**src/rtl/twi_pkg.sv**
```systemverilog
package twi_pkg;
   localparam int unsigned TWI_OFS_W = 7;

   typedef enum logic [2:0] {
      S_IDLE,
      S_RX,
      S_RACK,
      S_TX,
      S_TACK
   } twi_st_e;

   typedef enum logic [1:0] {
      ROLE_ADDR,
      ROLE_CMD,
      ROLE_CNT,
      ROLE_DATA
   } twi_role_e;
endpackage

```
**src/rtl/twi_sync.sv**
```systemverilog
module twi_sync #(
   parameter int unsigned STAGES = 2
) (
   input  logic clk,
   input  logic rst_n,
   input  logic scl_i,
   input  logic sda_i,
   output logic scl_s,
   output logic sda_s,
   output logic scl_rise,
   output logic scl_fall,
   output logic start_evt,
   output logic stop_evt
);
   if (STAGES < 2) begin : g_chk
      $error("twi_sync: STAGES must be at least 2");
   end

   logic [STAGES-1:0] scl_ff;
   logic [STAGES-1:0] sda_ff;
   logic              scl_p;
   logic              sda_p;

   always_ff @(posedge clk or negedge rst_n) begin
      if (!rst_n) begin
         scl_ff <= '1;
         sda_ff <= '1;
         scl_p  <= 1'b1;
         sda_p  <= 1'b1;
      end else begin
         scl_ff <= {scl_ff[STAGES-2:0], scl_i};
         sda_ff <= {sda_ff[STAGES-2:0], sda_i};
         scl_p  <= scl_ff[STAGES-1];
         sda_p  <= sda_ff[STAGES-1];
      end
   end

   assign scl_s     = scl_ff[STAGES-1];
   assign sda_s     = sda_ff[STAGES-1];
   assign scl_rise  = scl_s & ~scl_p;
   assign scl_fall  = ~scl_s & scl_p;
   assign start_evt = scl_s & scl_p & sda_p & ~sda_s;
   assign stop_evt  = scl_s & scl_p & ~sda_p & sda_s;

   // START and STOP are never seen together
   p_start_stop_excl_r9: assert property (@(posedge clk) disable iff (!rst_n)
      !(start_evt && stop_evt));
endmodule

```
**src/rtl/twi_regfile.sv**
```systemverilog
module twi_regfile
   import twi_pkg::*;
#(
   parameter int unsigned          NREG    = 6,
   parameter logic [NREG*8-1:0]    RST_VAL = {8'h00, 8'h08, 8'h00, 8'h00, 8'hFF, 8'h07},
   parameter logic [NREG-1:0]      RO_MASK = 6'b01_0000
) (
   input  logic                 clk,
   input  logic                 rst_n,
   input  logic                 we,
   input  logic [TWI_OFS_W-1:0] waddr,
   input  logic [7:0]           wdata,
   input  logic [TWI_OFS_W-1:0] raddr,
   output logic [7:0]           rdata,
   output logic [NREG*8-1:0]    q_flat
);
   localparam logic [TWI_OFS_W-1:0] NREG_A = TWI_OFS_W'(NREG);

   if (NREG < 1 || NREG > 127) begin : g_chk
      $error("twi_regfile: NREG out of range");
   end

   logic [7:0] q [NREG];

   for (genvar g = 0; g < NREG; g++) begin : g_reg
      if (RO_MASK[g]) begin : g_ro
         assign q[g] = RST_VAL[8*g +: 8];
      end else begin : g_rw
         logic [7:0] r;
         always_ff @(posedge clk or negedge rst_n) begin
            if (!rst_n)
               r <= RST_VAL[8*g +: 8];
            else if (we && waddr == TWI_OFS_W'(g))
               r <= wdata;
         end
         assign q[g] = r;
      end
      assign q_flat[8*g +: 8] = q[g];
   end

   always_comb begin
      rdata = '0;
      for (int i = 0; i < NREG; i++)
         if (raddr == TWI_OFS_W'(i)) rdata = q[i];
   end

   // writes beyond the bank leave every register as it was
   p_oob_write_r7: assert property (@(posedge clk) disable iff (!rst_n)
      (we && waddr >= NREG_A) |=> $stable(q_flat));
endmodule

```
**src/rtl/twi_protocol.sv**
```systemverilog
module twi_protocol
   import twi_pkg::*;
#(
   parameter logic [6:0]  DEV_ADDR = 7'h6E,
   parameter int unsigned NREG     = 6
) (
   input  logic                 clk,
   input  logic                 rst_n,
   input  logic                 scl_s,
   input  logic                 sda_s,
   input  logic                 scl_rise,
   input  logic                 scl_fall,
   input  logic                 start_evt,
   input  logic                 stop_evt,
   input  logic [7:0]           rdata,
   output logic [TWI_OFS_W-1:0] ptr,
   output logic                 we,
   output logic [TWI_OFS_W-1:0] waddr,
   output logic [7:0]           wdata,
   output logic                 sda_oe
);
   localparam logic [7:0] NREG8 = 8'(NREG);

   twi_st_e              st;
   twi_role_e            role;
   logic [3:0]           bitcnt;
   logic [7:0]           shreg;
   logic [7:0]           txb;
   logic                 blk;
   logic [TWI_OFS_W-1:0] ofs;
   logic                 rw;
   logic                 cnt_pend;
   logic                 mack;

   logic [7:0]           nxt_tx;
   logic                 addr_hit;
   logic                 ptr_max;

   assign nxt_tx   = cnt_pend ? NREG8 : rdata;
   assign addr_hit = (shreg[7:1] == DEV_ADDR);
   assign ptr_max  = (ptr == '1);

   always_ff @(posedge clk or negedge rst_n) begin
      if (!rst_n) begin
         st       <= S_IDLE;
         role     <= ROLE_ADDR;
         bitcnt   <= '0;
         shreg    <= '0;
         txb      <= '0;
         blk      <= 1'b1;
         ofs      <= '0;
         rw       <= 1'b0;
         cnt_pend <= 1'b0;
         mack     <= 1'b0;
         ptr      <= '0;
         we       <= 1'b0;
         waddr    <= '0;
         wdata    <= '0;
         sda_oe   <= 1'b0;
      end else begin
         we <= 1'b0;
         if (stop_evt) begin
            st     <= S_IDLE;
            sda_oe <= 1'b0;
         end else if (start_evt) begin
            st     <= S_RX;
            role   <= ROLE_ADDR;
            bitcnt <= '0;
            sda_oe <= 1'b0;
         end else begin
            unique case (st)
               S_IDLE: ;
               S_RX: begin
                  if (scl_rise) begin
                     shreg  <= {shreg[6:0], sda_s};
                     bitcnt <= bitcnt + 4'd1;
                  end else if (scl_fall && bitcnt == 4'd8) begin
                     bitcnt <= '0;
                     unique case (role)
                        ROLE_ADDR: begin
                           if (addr_hit) begin
                              rw     <= shreg[0];
                              sda_oe <= 1'b1;
                              st     <= S_RACK;
                              if (shreg[0]) begin
                                 ptr      <= blk ? '0 : ofs;
                                 cnt_pend <= blk;
                              end
                           end else begin
                              st <= S_IDLE;
                           end
                        end
                        ROLE_CMD: begin
                           blk    <= ~shreg[7];
                           ofs    <= shreg[6:0];
                           ptr    <= shreg[7] ? shreg[6:0] : '0;
                           sda_oe <= 1'b1;
                           st     <= S_RACK;
                        end
                        ROLE_CNT: begin
                           sda_oe <= 1'b1;
                           st     <= S_RACK;
                        end
                        ROLE_DATA: begin
                           we     <= 1'b1;
                           waddr  <= ptr;
                           wdata  <= shreg;
                           if (!ptr_max) ptr <= ptr + 1'b1;
                           sda_oe <= 1'b1;
                           st     <= S_RACK;
                        end
                     endcase
                  end
               end
               S_RACK: begin
                  if (scl_fall) begin
                     if (role == ROLE_ADDR && rw) begin
                        txb    <= nxt_tx;
                        sda_oe <= ~nxt_tx[7];
                        if (cnt_pend) cnt_pend <= 1'b0;
                        else if (!ptr_max) ptr <= ptr + 1'b1;
                        st     <= S_TX;
                     end else begin
                        sda_oe <= 1'b0;
                        st     <= S_RX;
                        unique case (role)
                           ROLE_ADDR: role <= ROLE_CMD;
                           ROLE_CMD:  role <= blk ? ROLE_CNT : ROLE_DATA;
                           default:   role <= ROLE_DATA;
                        endcase
                     end
                  end
               end
               S_TX: begin
                  if (scl_fall) begin
                     if (bitcnt == 4'd7) begin
                        bitcnt <= '0;
                        sda_oe <= 1'b0;
                        st     <= S_TACK;
                     end else begin
                        txb    <= {txb[6:0], 1'b0};
                        sda_oe <= ~txb[6];
                        bitcnt <= bitcnt + 4'd1;
                     end
                  end
               end
               S_TACK: begin
                  if (scl_rise) begin
                     mack <= ~sda_s;
                  end else if (scl_fall) begin
                     if (mack) begin
                        txb    <= nxt_tx;
                        sda_oe <= ~nxt_tx[7];
                        if (cnt_pend) cnt_pend <= 1'b0;
                        else if (!ptr_max) ptr <= ptr + 1'b1;
                        st     <= S_TX;
                     end else begin
                        st <= S_IDLE;
                     end
                  end
               end
               default: st <= S_IDLE;
            endcase
         end
      end
   end

   // an address that does not match is never acknowledged
   p_nack_foreign_r1: assert property (@(posedge clk) disable iff (!rst_n)
      (st == S_RX && role == ROLE_ADDR && scl_fall && bitcnt == 4'd8 && !addr_hit
       && !start_evt && !stop_evt) |=> (!sda_oe && st == S_IDLE));

   // the first byte of a block read is the register count
   p_count_first_r4: assert property (@(posedge clk) disable iff (!rst_n)
      (st == S_RACK && role == ROLE_ADDR && rw && blk && scl_fall
       && !start_evt && !stop_evt) |=> (txb == NREG8));

   // a master NACK releases the line and parks the slave
   p_nack_release_r8: assert property (@(posedge clk) disable iff (!rst_n)
      (st == S_TACK && scl_fall && !mack && !start_evt && !stop_evt)
      |=> (st == S_IDLE && !sda_oe));

   // STOP always returns to idle with the line released
   p_stop_idle_r9: assert property (@(posedge clk) disable iff (!rst_n)
      stop_evt |=> (st == S_IDLE && !sda_oe));

   // no new pull-down while the clock is high
   p_no_drive_scl_high_r10: assert property (@(posedge clk) disable iff (!rst_n)
      (scl_s && $past(scl_s)) |-> !$rose(sda_oe));

   // a block write commits to the address just before the advanced pointer
   p_write_order_r3: assert property (@(posedge clk) disable iff (!rst_n)
      we |-> (ptr == waddr + 1'b1 || ptr == '1));
endmodule

```
**src/rtl/twi_regbank_slave.sv**
```systemverilog
module twi_regbank_slave
   import twi_pkg::*;
#(
   parameter logic [6:0]        DEV_ADDR    = 7'h6E,
   parameter int unsigned       NREG        = 6,
   parameter int unsigned       SYNC_STAGES = 2,
   parameter logic [NREG*8-1:0] RST_VAL     = {8'h00, 8'h08, 8'h00, 8'h00, 8'hFF, 8'h07},
   parameter logic [NREG-1:0]   RO_MASK     = 6'b01_0000
) (
   input  logic              clk,
   input  logic              rst_n,
   input  logic              scl_i,
   input  logic              sda_i,
   output logic              sda_oe,
   output logic [NREG*8-1:0] cfg_bytes
);
   logic scl_s, sda_s, scl_rise, scl_fall, start_evt, stop_evt;
   logic                 we;
   logic [TWI_OFS_W-1:0] ptr;
   logic [TWI_OFS_W-1:0] waddr;
   logic [7:0]           wdata;
   logic [7:0]           rdata;

   twi_sync #(.STAGES(SYNC_STAGES)) u_sync (
      .clk      (clk),
      .rst_n    (rst_n),
      .scl_i    (scl_i),
      .sda_i    (sda_i),
      .scl_s    (scl_s),
      .sda_s    (sda_s),
      .scl_rise (scl_rise),
      .scl_fall (scl_fall),
      .start_evt(start_evt),
      .stop_evt (stop_evt)
   );

   twi_protocol #(.DEV_ADDR(DEV_ADDR), .NREG(NREG)) u_proto (
      .clk      (clk),
      .rst_n    (rst_n),
      .scl_s    (scl_s),
      .sda_s    (sda_s),
      .scl_rise (scl_rise),
      .scl_fall (scl_fall),
      .start_evt(start_evt),
      .stop_evt (stop_evt),
      .rdata    (rdata),
      .ptr      (ptr),
      .we       (we),
      .waddr    (waddr),
      .wdata    (wdata),
      .sda_oe   (sda_oe)
   );

   twi_regfile #(.NREG(NREG), .RST_VAL(RST_VAL), .RO_MASK(RO_MASK)) u_regs (
      .clk   (clk),
      .rst_n (rst_n),
      .we    (we),
      .waddr (waddr),
      .wdata (wdata),
      .raddr (ptr),
      .rdata (rdata),
      .q_flat(cfg_bytes)
   );
endmodule

```
**config.mk**
```make
export PLATFORM = sky130hd
export DESIGN_NAME = twi_regbank_slave
export DESIGN_NICKNAME = d
export VERILOG_FILES = /design/src/rtl/twi_pkg.sv /design/src/rtl/twi_sync.sv /design/src/rtl/twi_regfile.sv /design/src/rtl/twi_protocol.sv /design/src/rtl/twi_regbank_slave.sv
export SDC_FILE = /design/constraint.sdc
export NUM_CORES = 1
export LEC_CHECK = 0
export ABC_AREA = 1
export BUFFER_PORTS_ARGS = -buffer_cell sky130_fd_sc_hd__buf_2
export CAP_MARGIN = 20
export CORE_MARGIN = 2
export CORE_UTILIZATION = 30
export CTS_BUF_LIST = sky130_fd_sc_hd__clkbuf_4
export CTS_CLUSTER_SIZE = 10
export DETAILED_ROUTE_END_ITERATION = 16
export PLACE_DENSITY = 0.42
export SYNTH_ARGS = -nofsm -noshare
export SYNTH_HDL_FRONTEND = slang
export SYNTH_SLANG_ARGS = --single-unit
```
**constraint.sdc**
```tcl
create_clock -name clk -period 3.6 [get_ports clk]
set_clock_uncertainty 0.2 [all_clocks]
set_input_delay 0.36 -clock clk [delete_from_list [all_inputs] [get_ports clk]]
set_output_delay 0.36 -clock clk [all_outputs]
set_load 0.01 [all_outputs]
```
==> metrics.cfg <==
[setup_path]
required_ps = 3810
end_kind = register
r2r-end = u_proto.txb[6]
rr_worst_depth = 11
crit_arrival_ps = 2710
cp-startpoint = u_proto.ptr[0]
r2r_setup_slack_ps = 1100
crit_path_end = u_proto.txb[6]
rr_startpoint = u_proto.ptr[0]
start_kind = register
crit_fanout = 11
path_class = reg -> reg

[clocking]
clockBufferDepth = 2
cts_root_buffer = clkbuf_4
path_clk_slew_ps = 180
clock_latency_ps = 490
cts_tree = built
htreeDepth = 3
cts_resized = 0
clock-sinks = 105
numCtsBuffers = 9

[power]
power_density_mw_per_mm2 = 559.3
power.net_switching_mw = 1.400
switching_share_pct = 42.18
combPwrFrac_pct = 35.8
clkPwrFrac_pct = 20.1
ir_worst_vdd_v = 0.0002094
internal_power_mw = 1.919
p_leak_nw = 2.773
seqPwrFrac_pct = 44.1

[synth]
synth.distinct_cells = 48
synthCells = 635
synth_top_area_cell = dfrtp_1
synth.top_cells.by_area = dfrtp_1, nand2_1, o21ai_0
synth-edff-count = 0
ys_seq_elements = 105
avgSynthCellArea_um2 = 8.376
synth_ff_type = dfrtp_1
async_flop_share_pct = 100.0
yosysTopAreaCellShare_pct = 40.93
syn_area_mm2 = 0.005319
yosysSeqAreaShare_pct = 49.82
yosys_warnings = 0

[cells_and_area]
syn_to_final_growth_pct = 11.57
drive_gt1_share_pct = 19.97
nNetsFinal = 691
stdcell_count = 911
fillers = 1826
final_common_cell = nand2_1
multi_input_area_mm2 = 0.002277
seq_area_mm2 = 0.002650
antennaDiodeCount = 0
final_cell_mix = nand2_1, o21ai_0, dfrtp_1
utilization_pct = 34.31

[floorplan]
pin_count = 53
initial_core_util_pct = 30.75
core-area_mm2 = 0.01730
std_cell_rows = 48
dieArea_mm2 = 0.01881
dieWidth_um = 137.2
die_y_um = 137.2

[global_routing]
gr-total-overflow = 0
grt_max_degree = 78
grt_usage_pct = 16.69
grt_pass1_wl_um = 23680
grt_antenna_before_repair = 0
first_global_vias = 4185

[routing]
drc = 0
via_per_inst = 4.845
drt_iter0_drc = 209
dr.pass1.iters = 4
drtAntennaViolNets = 0
num_vias = 4414
wl_per_cell_um = 16.22
postRouteWirelength_um = 14780

[sta]
fin_tns_setup_ps = 0
finalCriticalPeriod_ps = 2504
grt_setup_unrepaired = false
fmax_mhz = 399.3
worst_slew_pin_slew_ps = 657.4
hold_violations = 0
relSlewSlack_pct = 56.01
final-max-slew-violation-count = 0
layout_worst_path_cycle_share_pct = 69.56
setup_violations = 0

[outcome]
status = finished, final reports clean

[placed_design]
io_buffers = 44
dp.cells = 891
place_hpwl_um = 11000
globalplace.congestion = 0.8704

[min_path]
worst_hold_path_type = in -> async

[run]
drv_cap = 0

-- power groups by stage --
stage | Sequential, mW | Combinational, mW | Clock (mW)
3_3_place_gp | 1.48 | 1.19 | 0
4_1_cts | 1.46 | 1.19 | 0.704
2_1_floorplan | 1.44 | 0.954 | 0
6_report | 1.46 | 1.19 | 0.667
3_5_place_dp | 1.48 | 1.19 | 0
5_1_grt | 1.48 | 1.37 | 0.755
-- critical path, cell delays in order (launching register included) --
cell and delay [ps]:
dfrtp_1 470, inv_1 210, ha_1 180, nand3_1 80
nor2_1 530, inv_1 240, o211ai_1 160, nand2_1 70
o21ai_1 90, nand2_1 60, nand2_1 70, a21oi_1 60
-- logic make-up after synthesis --
group,Yosys count,share of synthesized area (%)
multiplexers,1,0.1882
other,2,0.1412
AND/OR/NAND/NOR,258,22.23
flip-flops,105,49.82
adder cells (fa/ha/maj),6,1.411
AO/OA/AOI/OAI,166,17.76
buffers and inverters,93,7.786
XOR/XNOR,4,0.6586
-- state kept, by name (all words and copies together) (netlist names), 2 cells and up --
name and cells:
u_regs.g.g_rw.r 40, u_proto.ptr 7, u_proto.waddr 7, u_sync.sda_ff 2, u_proto.bitcnt 4, u_proto.ofs 7, u_sync.scl_ff 2, u_proto.role 2
u_proto.st 3, u_proto.shreg 8, u_proto.txb 7, u_proto.wdata 8
-- Yosys cell counts, types with 8 or more instances --
cell type	count
inv_2	11
nor2_1	32
nand3_1	27
inv_1	57
nand2_2	8
a21oi_1	30
nand2_1	152
dfstp_2	18
o211ai_1	8
o21ai_0	95
buf_4	9
dfrtp_1	87
-- how the worst min path moves through the flow --
stage | startpoint | to | slack (ps) | cells past startpoint
floorplan | rst_n | u_proto.bitcnt[0] | -140 | 0
global placement | u_sync.scl_ff[0] | u_sync.scl_ff[1] | 150 | 0
detailed placement | u_sync.scl_ff[0] | u_sync.scl_ff[1] | 150 | 0
CTS | u_sync.scl_ff[0] | u_sync.scl_ff[1] | 170 | 0
global route | rst_n | u_regs.g_reg[0].g_rw.r[7] | 30 | 2
finish | rst_n | u_regs.g_reg[0].g_rw.r[7] | 50 | 2
-- routing by layer --
| metal | global-route usage [%] | wire, um | vias to the layer above | share of wire, % |
|---|---|---|---|---|
| met3 | 3.778 | 630 | 19 | 4.3 |
| met4 | 4.124 | 243 | 0 | 1.6 |
| met5 | 0 | 0 | - | 0 |
| met1 | 22.83 | 7074 | 2114 | 48 |
| li1 | - | - | 2178 | - |
| met2 | 26.76 | 6831 | 103 | 46 |
-- cell type report --
class	instances	area share [%]
clock buffers	9	1.139
clock inverters	7	1.434
inverters	71	4.554
multi-input cells	443	38.37
flip-flops and latches	105	44.66
well taps	225	4.744
repair buffers	51	5.102
-- timing repair --
item                                    4_1_cts  5_1_grt
hold buffers                                  3        0
endpoints found under the setup margin        0        0
endpoints found under the hold margin        59        0
setup buffers                                 0        0
-- stage by stage --
step | hold WS [ps] | total power, mW | setup slack, ps | cell area (um2)
6_report | 53.55 | 3.319 | 1096 | 5934
3_5_place_dp | 149.1 | 2.670 | 1118 | 5724
3_3_place_gp | 146.5 | 2.670 | 1211 | 5724
2_1_floorplan | -135.6 | 2.397 | 1688 | 5341
4_1_cts | 171.4 | 3.361 | 1104 | 5907
5_1_grt | 28.88 | 3.606 | 814.3 | 5934
Power figures use the tool's default switching activity.
